File: src/rtl/irq_pkg.sv
package irq_pkg;
  typedef enum logic [1:0] {
    ACC_NONE = 2'd0,
    ACC_INT  = 2'd1,
    ACC_NMI  = 2'd2
  } accept_e;
endpackage

File: src/rtl/irq_nmi_edge.sv
module irq_nmi_edge #(
  parameter int SYNC_STAGES = 2
) (
  input  logic clk_i,
  input  logic rst_ni,
  input  logic nmi_n_i,
  input  logic clear_i,
  output logic pend_o
);
  localparam int LAST = SYNC_STAGES - 1;

  logic [SYNC_STAGES-1:0] sync_q;
  logic                   last_q;
  logic                   pend_q;
  logic                   fall;

  for (genvar g = 0; g < SYNC_STAGES; g++) begin : g_sync
    if (g == 0) begin : g_first
      always_ff @(posedge clk_i or negedge rst_ni)
        if (!rst_ni) sync_q[0] <= 1'b1;
        else         sync_q[0] <= nmi_n_i;
    end else begin : g_next
      always_ff @(posedge clk_i or negedge rst_ni)
        if (!rst_ni) sync_q[g] <= 1'b1;
        else         sync_q[g] <= sync_q[g-1];
    end
  end

  assign fall = last_q & ~sync_q[LAST];

  always_ff @(posedge clk_i or negedge rst_ni) begin
    if (!rst_ni) begin
      last_q <= 1'b1;
      pend_q <= 1'b0;
    end else begin
      last_q <= sync_q[LAST];
      // a fresh edge wins over the clear of an older one
      pend_q <= fall | (pend_q & ~clear_i);
    end
  end

  assign pend_o = pend_q;

  p_nmi_latch_r6: assert property (@(posedge clk_i) disable iff (!rst_ni)
    fall |=> pend_q);
  p_nmi_clear_r6: assert property (@(posedge clk_i) disable iff (!rst_ni)
    (clear_i && !fall) |=> !pend_q);
endmodule

File: src/rtl/irq_arbiter.sv
module irq_arbiter
  import irq_pkg::*;
#(
  parameter int EI_SHADOW = 1
) (
  input  logic    clk_i,
  input  logic    rst_ni,
  input  logic    boundary_i,
  input  logic    ei_i,
  input  logic    live_i,
  input  logic    int_req_i,
  input  logic    nmi_pend_i,
  output accept_e accept_o
);
  localparam int HOLD_W = $clog2(EI_SHADOW + 1);
  localparam logic [HOLD_W-1:0] HOLD_FULL = HOLD_W'(EI_SHADOW);
  localparam logic [HOLD_W-1:0] HOLD_LESS = HOLD_W'(EI_SHADOW - 1);

  logic [HOLD_W-1:0] hold_q;
  logic              hold_act;

  assign hold_act = ei_i | (hold_q != '0);

  always_ff @(posedge clk_i or negedge rst_ni) begin
    if (!rst_ni)                        hold_q <= '0;
    else if (ei_i)                      hold_q <= boundary_i ? HOLD_LESS : HOLD_FULL;
    else if (boundary_i && hold_q != '0) hold_q <= hold_q - 1'b1;
  end

  always_comb begin
    accept_o = ACC_NONE;
    if (boundary_i) begin
      if (nmi_pend_i)                             accept_o = ACC_NMI;
      else if (live_i && int_req_i && !hold_act)  accept_o = ACC_INT;
    end
  end

  p_ei_hold_r4: assert property (@(posedge clk_i) disable iff (!rst_ni)
    ei_i |-> accept_o != ACC_INT);
  p_nmi_first_r7: assert property (@(posedge clk_i) disable iff (!rst_ni)
    (boundary_i && nmi_pend_i) |-> accept_o == ACC_NMI);
  p_int_gate_r3: assert property (@(posedge clk_i) disable iff (!rst_ni)
    (accept_o == ACC_INT) |-> (live_i && int_req_i && boundary_i));
endmodule

File: src/rtl/irq_flags.sv
module irq_flags (
  input  logic clk_i,
  input  logic rst_ni,
  input  logic ei_i,
  input  logic di_i,
  input  logic retn_i,
  input  logic ld_spec_i,
  input  logic take_int_i,
  input  logic take_nmi_i,
  output logic live_o,
  output logic shadow_o,
  output logic parity_o,
  output logic parity_we_o
);
  logic live_q, shadow_q, live_d, shadow_d;
  logic par_q, par_we_q;

  always_comb begin
    shadow_d = shadow_q;
    if (ei_i)            shadow_d = 1'b1;
    else if (di_i)       shadow_d = 1'b0;
    else if (take_int_i) shadow_d = 1'b0;

    live_d = live_q;
    if (take_int_i || take_nmi_i) live_d = 1'b0;
    else if (ei_i)                live_d = 1'b1;
    else if (di_i)                live_d = 1'b0;
    else if (retn_i)              live_d = shadow_q;
  end

  always_ff @(posedge clk_i or negedge rst_ni) begin
    if (!rst_ni) begin
      live_q   <= 1'b0;
      shadow_q <= 1'b0;
      par_q    <= 1'b0;
      par_we_q <= 1'b0;
    end else begin
      live_q   <= live_d;
      shadow_q <= shadow_d;
      par_we_q <= ld_spec_i;
      if (ld_spec_i) par_q <= shadow_q;
    end
  end

  assign live_o      = live_q;
  assign shadow_o    = shadow_q;
  assign parity_o    = par_q;
  assign parity_we_o = par_we_q;

  p_int_clears_r5: assert property (@(posedge clk_i) disable iff (!rst_ni)
    take_int_i |=> (!live_q && !shadow_q));
  p_nmi_keeps_r8: assert property (@(posedge clk_i) disable iff (!rst_ni)
    (take_nmi_i && !ei_i && !di_i) |=> (!live_q && shadow_q == $past(shadow_q)));
  p_retn_r9: assert property (@(posedge clk_i) disable iff (!rst_ni)
    (retn_i && !ei_i && !di_i && !take_int_i && !take_nmi_i) |=> live_q == $past(shadow_q));
  p_ei_sets_r2: assert property (@(posedge clk_i) disable iff (!rst_ni)
    (ei_i && !take_nmi_i) |=> (live_q && shadow_q));
  p_parity_r10: assert property (@(posedge clk_i) disable iff (!rst_ni)
    ld_spec_i |=> (par_we_q && par_q == $past(shadow_q)));
endmodule

File: src/rtl/irq_enable_ctrl.sv
module irq_enable_ctrl
  import irq_pkg::*;
#(
  parameter int SYNC_STAGES = 2,
  parameter int EI_SHADOW   = 1
) (
  input  logic clk_i,
  input  logic rst_ni,
  input  logic ei_i,
  input  logic di_i,
  input  logic retn_i,
  input  logic ld_spec_i,
  input  logic boundary_i,
  input  logic int_req_i,
  input  logic nmi_n_i,
  output logic take_int_o,
  output logic take_nmi_o,
  output logic ie_live_o,
  output logic ie_shadow_o,
  output logic parity_o,
  output logic parity_we_o
);
  accept_e acc;
  logic    nmi_pend, live, shadow;

  irq_nmi_edge #(.SYNC_STAGES(SYNC_STAGES)) u_nmi (
    .clk_i   (clk_i),
    .rst_ni  (rst_ni),
    .nmi_n_i (nmi_n_i),
    .clear_i (take_nmi_o),
    .pend_o  (nmi_pend)
  );

  irq_arbiter #(.EI_SHADOW(EI_SHADOW)) u_arb (
    .clk_i      (clk_i),
    .rst_ni     (rst_ni),
    .boundary_i (boundary_i),
    .ei_i       (ei_i),
    .live_i     (live),
    .int_req_i  (int_req_i),
    .nmi_pend_i (nmi_pend),
    .accept_o   (acc)
  );

  assign take_int_o = (acc == ACC_INT);
  assign take_nmi_o = (acc == ACC_NMI);

  irq_flags u_flags (
    .clk_i       (clk_i),
    .rst_ni      (rst_ni),
    .ei_i        (ei_i),
    .di_i        (di_i),
    .retn_i      (retn_i),
    .ld_spec_i   (ld_spec_i),
    .take_int_i  (take_int_o),
    .take_nmi_i  (take_nmi_o),
    .live_o      (live),
    .shadow_o    (shadow),
    .parity_o    (parity_o),
    .parity_we_o (parity_we_o)
  );

  assign ie_live_o   = live;
  assign ie_shadow_o = shadow;

  p_take_excl_r7: assert property (@(posedge clk_i) disable iff (!rst_ni)
    !(take_int_o && take_nmi_o));
  p_take_pulse_r3: assert property (@(posedge clk_i) disable iff (!rst_ni)
    (take_int_o || take_nmi_o) |-> boundary_i);
endmodule

File: config.mk
export PLATFORM = sky130hd
export DESIGN_NAME = irq_enable_ctrl
export DESIGN_NICKNAME = d
export VERILOG_FILES = /design/src/rtl/irq_pkg.sv /design/src/rtl/irq_nmi_edge.sv /design/src/rtl/irq_arbiter.sv /design/src/rtl/irq_flags.sv /design/src/rtl/irq_enable_ctrl.sv
export SDC_FILE = /design/constraint.sdc
export NUM_CORES = 1
export LEC_CHECK = 0
export BUFFER_PORTS_ARGS = -buffer_cell sky130_fd_sc_hd__buf_2
export CAP_MARGIN = 20
export CORE_AREA = 3 3 40 42
export DETAILED_ROUTE_END_ITERATION = 10
export DIE_AREA = 0 0 43 45
export PLACE_DENSITY_LB_ADDON = 0.25
export RECOVER_POWER = 25
export SYNTH_ARGS = -nofsm -noshare
export SYNTH_HDL_FRONTEND = slang
export SYNTH_SLANG_ARGS = --single-unit
File: constraint.sdc
create_clock -name clk_i -period 1.5 [get_ports clk_i]
set_input_delay 0.225 -clock clk_i [delete_from_list [all_inputs] [get_ports clk_i]]
set_output_delay 0.225 -clock clk_i [all_outputs]
set_load 0.01 [all_outputs]
==> flow_summary.toml <==
[route]
via_per_inst = 4.40
routed_wl_um = 675
vias = 264
drt_iter0_drc = 2
wl_per_cell_um = 11.3
first_pass_iters = 2
drc_errors = 0
ant_nets = 0

[die]
io_pins = 15
start_util = 0.262
chipWidth_um = 43
core_um2 = 1280
dieArea_um2 = 1940
num_rows = 13
die_y_um = 45

[clocking]
cts_tree = "yes"
cts_made_buffers = 3
cts_sinks = 9
cts_root_buf = "clkbuf_4"
htree_num_levels = 1
insertion_delay_ns = 0.25
post_cts_buffers = 0
clk_pin_slew_ns = 0.06
clock_path_buffers = 2

[yosys]
ys_seq_area_frac = 0.680
syn_area_per_cell_um2 = 12.9
synth.distinct_cells = 14
syn_nets = 36
ys_warn_count = 0
synth_area_um2 = 337
synthCells = 26
ys_ff_latch = 9

[sta]
finalCritPeriodShare = 1.03
finalHoldViolCount = 0
fmax_mhz = 647
layout_setup_ws_ns = -0.0460
finalWorstPathRequiredPeriod_ns = 1.55
rsz0062_at_grt = "yes"
tightest_slew_ns = 0.469
finalClockSkew_ns = 0.00166
setup_viol = 1
drv_slew = 0
tns_ns = -0.0460
slew_headroom = 0.687
hold_slack_ns = 0.0660

[global_routing]
grt_overflow_total = 0
grt_pass1_wl_mm = 1.19
antenna_found_initial = 0
grt_max_degree = 10
grt_pass1_vias = 279
track_usage = 0.0885

[setup_path]
cp_slowest_stage_delay_ns = 0.38
crit_arrival_ns = 1.32
startpoint = "u_nmi.pend_o$_DFF_PN0_"
crit_chain = "nand4b_1, nor3_2, ha_1, buf_2"
endpoint_kind = "output pin"
critPathSlowestCell = "dfrtp_1"
critPathBufInv = 1
required_ns = 1.27
rr_startpoint = "u_nmi.pend_o$_DFF_PN0_"
worstPathMaxFanout = 3
worstSetupStartpointType = "register"
path_class = "reg -> out"
critical-path-top-delay-family = "flip-flops"

[cells_and_area]
syn2layout_area_growth_pct = 36.4
final_cell_mix = "buf_2, dfrtp_1"
layoutNonFillerInstCount = 60
drive_gt1_frac = 0.444
final_nets = 56
utilization = 0.357
layout_commonest_cell = "buf_2"
diodes = 0

[hold_path]
hp-class = "in -> reg"
min_from = "nmi_n_i"

[power_and_ir_drop]
p_comb_frac = 0.119
p_seq_frac = 0.532
irDropWorstVdd_v = 0.000415
clkPwrFrac = 0.350
p_sw_frac = 0.234
p_per_area_nw_per_um2 = 1130
p_leak_nw = 0.232
p_int_uw = 396
switching_power_uw = 121

[placed_design]
pre_cts_ws_ns = 0.231
dp_cells = 55
io_buffers = 14
gp_congestion = 0.738

[status]
status = "finished with violations"
violations = "negative setup slack"

[flow_run]
maxCapViolCount = 0
-- synthesized netlist by cell type (all sizes together) --
| cell type | instances | area [µm²] |
|---|---|---|
| inv | 3 | 11.3 |
| nor3 | 1 | 10.0 |
| nor2 | 3 | 11.3 |
| o21ai | 1 | 5.00 |
| ha | 1 | 12.5 |
| nand2b | 1 | 6.26 |
| dfrtp | 6 | 150 |
| nand4b | 1 | 8.76 |
| dfstp | 3 | 78.8 |
| o22ai | 1 | 6.26 |
| mux2i | 1 | 10.0 |
| mux2 | 1 | 11.3 |
| nand2 | 2 | 7.51 |
| a21o | 1 | 7.51 |
-- final timing paths --
kind / endpoint / slack [ns] / cells after the start
setup / recovery: take_int_o / -0.05 / 4
hold / removal: u_nmi.sync_q[0]$_DFF_PN1_ / 0.07 / 1
setup reg to reg: u_flags.live_o$_DFFE_PN0P_ / 0.23 / 5
hold reg to reg: u_nmi.sync_q[1]$_DFF_PN1_ / 0.36 / 0
max in group asynchronous: u_nmi.sync_q[1]$_DFF_PN1_ / 0.73 / 2
min in group asynchronous: u_nmi.pend_o$_DFF_PN0_ / 0.43 / 2
-- per-stage QoR --
stage	area (µm²)	power, mW
finish	459	0.517
global route	459	0.550
CTS	462	0.527
detailed placement	425	0.341
global placement	425	0.337
floorplan	337	0.305
-- routing by layer --
layer	wire (µm)	share of wire	up-vias	GRT usage
li1	-	-	122	-
met1	269	0.40	126	0.0900
met5	0	0	-	0
met2	310	0.46	14	0.132
met4	14	0.021	0	0.0904
met3	80	0.12	2	0.0398
-- repair_timing --
item | CTS | global route
gates resized for setup | 0 | 0
gates cloned | 0 | 0
setup endpoints to repair | 1 | 1
hold endpoints to repair | 6 | 0
hold buffers | 1 | 0
-- cell families (layout without fill, tap and decap cells) --
group,count (synthesis),count (layout),synth area share
mux,2,2,0.0632
buf+inv,3,22,0.0335
fa+ha+maj,1,1,0.0372
flops,9,9,0.680
compound gates,3,3,0.0558
simple gates,8,8,0.130
-- flip-flops by register name (all words and copies together) (netlist names) --
name                 cells
u_flags.parity_o         1
u_nmi.sync_q             2
u_arb.hold_q             1
u_nmi.pend_o             1
u_flags.parity_we_o      1
u_nmi.last_q             1
u_flags.live_o           1
u_flags.shadow_o         1
-- area by class of cell --
| type | count | area [µm²] |
|---|---|---|
| Inverter | 3 | 11.3 |
| Fill cell | 138 | 826 |
| Sequential cell | 9 | 229 |
| Multi-Input combinational cell | 14 | 96.3 |
| Clock buffer | 4 | 26.3 |
| Tap cell | 15 | 18.8 |
| Timing Repair Buffer | 15 | 77.6 |
-- power by group through the flow --
stage                     Combinational, mW  Sequential, mW  Clock, mW
after global routing                 0.0706           0.278      0.201
after floorplan                      0.0227           0.282          0
final                                0.0615           0.275      0.181
after CTS                            0.0639           0.275      0.188
after global placement               0.0593           0.278          0
after detailed placement             0.0619           0.279          0
No activity file was read; power rests on OpenSTA's default activity.
